File: src/rtl/int_alu_pkg.sv
// Shared operation codes for the integer ALU.
// Assumes a 4-bit operation code; unlisted codes are treated as unused.
package int_alu_pkg;
    localparam int OP_W = 4;

    typedef enum logic [OP_W-1:0] {
        OP_ADD  = 4'h0,
        OP_ADDU = 4'h1,
        OP_SUB  = 4'h2,
        OP_SUBU = 4'h3,
        OP_AND  = 4'h4,
        OP_OR   = 4'h5,
        OP_XOR  = 4'h6,
        OP_NOR  = 4'h7,
        OP_SLT  = 4'hA,
        OP_SLTU = 4'hB
    } alu_op_e;
endpackage

File: src/rtl/int_alu_addsub.sv
// Shared ripple adder/subtractor.
// With sub high it adds the inverted b plus a carry-in of 1, giving a - b.
// It exposes the carry into the top bit and the carry out of it for the flags.
module int_alu_addsub #(
    parameter int W = 32
) (
    input  logic [W-1:0] a,
    input  logic [W-1:0] b,
    input  logic         sub,
    output logic [W-1:0] sum,
    output logic         c_top_in,
    output logic         c_out
);
    logic [W:0]   carry;
    logic [W-1:0] b_eff;

    // Operand conditioning: invert b for subtraction, and seed the carry.
    always_comb begin
        b_eff    = sub ? ~b : b;
        carry[0] = sub;
    end

    // One full-adder cell per bit, chained through the carry.
    for (genvar i = 0; i < W; i++) begin : g_cell
        logic prop;
        logic gen;
        assign prop       = a[i] ^ b_eff[i];
        assign gen        = a[i] & b_eff[i];
        assign sum[i]     = prop ^ carry[i];
        assign carry[i+1] = gen | (prop & carry[i]);
    end

    assign c_top_in = carry[W-1];
    assign c_out    = carry[W];
endmodule

File: src/rtl/int_alu_bitwise.sv
// Bitwise unit. sel picks 0 AND, 1 OR, 2 XOR, 3 NOR.
// Assumes sel comes from the low two bits of the operation code.
module int_alu_bitwise #(
    parameter int W = 32
) (
    input  logic [W-1:0] a,
    input  logic [W-1:0] b,
    input  logic [1:0]   sel,
    output logic [W-1:0] y
);
    // Select the bitwise function.
    always_comb begin
        case (sel)
            2'd0:    y = a & b;
            2'd1:    y = a | b;
            2'd2:    y = a ^ b;
            default: y = ~(a | b);
        endcase
    end
endmodule

File: src/rtl/int_alu_less.sv
// Less-than decision from a completed subtraction a - b.
// Signed: the sign of the difference corrected by the raw overflow.
// Unsigned: no carry out of the top bit, meaning a borrow occurred.
module int_alu_less (
    input  logic diff_sign,
    input  logic ovf_raw,
    input  logic c_out,
    input  logic is_signed,
    output logic less
);
    // Pick the comparison rule.
    always_comb begin
        less = is_signed ? (diff_sign ^ ovf_raw) : ~c_out;
    end
endmodule

File: src/rtl/int_alu.sv
// Combinational integer ALU: add and subtract (signed and unsigned), bitwise
// logic, and set-less-than, with zero and signed-overflow flags.
// Assumes the operands are already extended to W bits.
// Overflow is reported only for the signed add and subtract.
module int_alu
    import int_alu_pkg::*;
#(
    parameter int W = 32
) (
    input  logic [W-1:0]    a,
    input  logic [W-1:0]    b,
    input  logic [OP_W-1:0] op,
    output logic [W-1:0]    result,
    output logic            zero,
    output logic            overflow
);
    localparam int MSB = W - 1;

    logic [W-1:0] sum;
    logic [W-1:0] logic_y;
    logic         c_top_in;
    logic         c_out;
    logic         ovf_raw;
    logic         less;
    logic         sub;
    logic         is_signed_cmp;
    logic         signed_arith;

    // Decode: which codes drive the chain as a subtractor, and which report overflow.
    always_comb begin
        sub           = (op == OP_SUB) || (op == OP_SUBU) ||
                        (op == OP_SLT) || (op == OP_SLTU);
        is_signed_cmp = (op == OP_SLT);
        signed_arith  = (op == OP_ADD) || (op == OP_SUB);
    end

    int_alu_addsub #(.W(W)) u_addsub (
        .a        (a),
        .b        (b),
        .sub      (sub),
        .sum      (sum),
        .c_top_in (c_top_in),
        .c_out    (c_out)
    );

    int_alu_bitwise #(.W(W)) u_bitwise (
        .a   (a),
        .b   (b),
        .sel (op[1:0]),
        .y   (logic_y)
    );

    assign ovf_raw = c_top_in ^ c_out;

    int_alu_less u_less (
        .diff_sign (sum[MSB]),
        .ovf_raw   (ovf_raw),
        .c_out     (c_out),
        .is_signed (is_signed_cmp),
        .less      (less)
    );

    // Result select; unused codes give zero.
    always_comb begin
        case (op)
            OP_ADD, OP_ADDU, OP_SUB, OP_SUBU: result = sum;
            OP_AND, OP_OR, OP_XOR, OP_NOR:    result = logic_y;
            OP_SLT, OP_SLTU:                  result = {{(W-1){1'b0}}, less};
            default:                          result = '0;
        endcase
    end

    // Flags: zero detect across the result, and gated signed overflow.
    always_comb begin
        zero     = ~|result;
        overflow = ovf_raw & signed_arith;
    end
endmodule

File: config.mk
export PLATFORM = sky130hd
export DESIGN_NAME = int_alu
export DESIGN_NICKNAME = d
export VERILOG_FILES = /design/src/rtl/int_alu_pkg.sv /design/src/rtl/int_alu_addsub.sv /design/src/rtl/int_alu_bitwise.sv /design/src/rtl/int_alu_less.sv /design/src/rtl/int_alu.sv
export SDC_FILE = /design/constraint.sdc
export NUM_CORES = 1
export LEC_CHECK = 0
export ABC_AREA = 1
export BUFFER_PORTS_ARGS = -buffer_cell sky130_fd_sc_hd__buf_2
export CAP_MARGIN = 20
export CORE_MARGIN = 3
export CORE_UTILIZATION = 43
export DETAILED_ROUTE_END_ITERATION = 16
export PLACE_DENSITY = 0.68
export SYNTH_ARGS = -nofsm -noshare
export SYNTH_HDL_FRONTEND = slang
export SYNTH_SLANG_ARGS = --single-unit
File: constraint.sdc
create_clock -name vclk -period 50.2
set_clock_uncertainty 0.15 [all_clocks]
set_input_delay 10.04 -clock vclk [all_inputs]
set_output_delay 10.04 -clock vclk [all_outputs]
set_load 0.02 [all_outputs]
==> run summary <==
CP Launch Type - input pin
Leak - 2.44 nW
Crit Path Max Fanout - 40
Pwr per Cell Area - 11.0 nW/um^2
PostCTS Resize Cnt - 0
synth warn - 0
status - finished clean
fin. max-slew vios - 0
Die H - 96.9 um
synthesized cell area - 3550 um^2
routed wire length - 9.94 mm
gr usage total - 0.209
CORE AREA - 7890 um^2
Tightest Pin Transition - 0.884 ns
Max-Cap Viols - 0
vias in the first global route - 3580
# clk buffers - 0
fmax - 0.0283 GHz
routability congestion estimate from global placement - 0.855
combinational power share - 1.000
Crit path max-delay family - adder cells
Overflow after GRT - 0
first-pass GRT wire length - 17.0 mm
Chip Width - 96.9 um
vias per std cell - 4.94
postcts setup bufs - 0
WL per Instance - 13.3 um
sequential fraction of the synthesis area - 0
DR pass1 iterations - 7
dpl ws - 14.73 ns
Pint - 0.0000166 W
post-synth net total - 730
DRC errors left - 0
hold depth - 5
net switching power - 0.0000286 W
Netlist cell types - 18
RSZ-0062 raised after global routing - false
WP data required - 40.01 ns
Fin Setup TNS - 0 ns
sw frac - 0.632
# diodes - 0
Fin. Hold Viols - 0
Final period util - 0.704
CP dominant cell by count - fa_1
Hold Path Class - in -> out
Nets - 813
largest stage delay on the critical path - 0.46 ns
Clk pwr share - 0
# IOs - 102
num sequential - 0
Post-DP Area - 4090 um^2
initial drt markers - 162
initial antenna violation count - 0
register area - 0 um^2
Max-slew headroom - 0.411
layout cells sized above 1 - 0.175
hold_buf cts - 0
slowest CP cell - fa_1
largest net degree at the start of global routing - 52
final setup violation count - 0
Worst EP arrival - 25.17 ns
DIE AREA - 9380 um^2
DP Wirelength - 7.86 mm
Mean Syn Cell Area - 6.27 um^2
critical path class - in -> out
Cells after Synth - 566
Initial Util - 0.450
number of cell rows - 32
commonest non-fill, non-tap cell in the layout - nand2_1
leading cell types in the layout, fill and taps excluded - 159 x nand2_1, 106 x inv_1, 102 x buf_2, 64 x ha_1, 49 x nand3_1
via count - 3700
stages on the worst setup path - 46
Final min period - 35.36 ns
Reg power frac - 0
Syn-to-layout area delta - 15.3%
Post-DRT Antenna Nets - 0
CP Capture Type - output pin
post-route setup slack - 14.84 ns
IO buf count - 102
CP bufs+invs - 6
Final Cell Area - 4090 um^2
Worst VDD drop - 0.00000627 V
-- cell usage after synthesis --
cell type / instances / area share
a21oi_1: 31 / 0.044
buf_1: 2 / 0.0021
buf_2: 10 / 0.014
buf_4: 2 / 0.0042
buf_6: 2 / 0.0063
clkbuf_1: 9 / 0.0095
fa_1: 32 / 0.18
ha_1: 64 / 0.23
inv_1: 106 / 0.11
inv_2: 2 / 0.0021
nand2_1: 160 / 0.17
nand3_1: 49 / 0.069
nor2_1: 29 / 0.031
nor3_1: 1 / 0.0014
o21ai_0: 32 / 0.045
or2_2: 3 / 0.0053
xnor2_1: 1 / 0.0025
xor2_1: 31 / 0.076
-- cells by family (layout without fill, tap and decap cells) --
family                     Yosys count  count (layout)  share of synthesized area
adders and majority gates           96              96                      0.406
and+or+nand+nor                    242             242                      0.276
AOI/OAI and AO/OA                   63              63                     0.0888
xor gates and xnor gates            32              32                     0.0790
buffers and inverters              133             214                      0.151
-- power groups by stage --
stage	clock (W)	sequential [W]	combinational, W
floorplan	0	0	0.0000307
global placement	0	0	0.0000443
detailed placement	0	0	0.0000454
CTS	0	0	0.0000457
global route	0	0	0.0000520
finish	0	0	0.0000452
-- worst paths after layout --
check | startpoint | to | slack, ns
worst max-delay path | op[1] | zero | 14.84
worst min-delay path | a[19] | result[19] | 20.49
-- final cells by class --
class                           instances  area [um^2]
Multi-Input combinational cell        433         3020
Tap cell                              102          128
Timing Repair Buffer                  106          541
Inverter                              108          405
Fill cell                             800         3790
-- per-stage QoR --
| step | instances | hold WS [ns] | util | power [W] |
|---|---|---|---|---|
| floorplan | 566 | 20.21 | - | 0.0000307 |
| global placement | 749 | 20.47 | 0.519 | 0.0000443 |
| detailed placement | 749 | 20.49 | 0.519 | 0.0000454 |
| CTS | 749 | 20.49 | 0.519 | 0.0000457 |
| global route | 749 | 20.53 | 0.519 | 0.0000520 |
| finish | 749 | 20.49 | 0.519 | 0.0000452 |
-- layer usage --
layer / GRT usage / wire [um] / vias to the layer above
met5: 0 / 0 / -
met4: 0.00648 / 4 / 0
met3: 0.0151 / 683 / 2
met2: 0.363 / 4810 / 132
met1: 0.301 / 4450 / 1687
li1: - / - / 1879
Power figures use the tool's default switching activity.
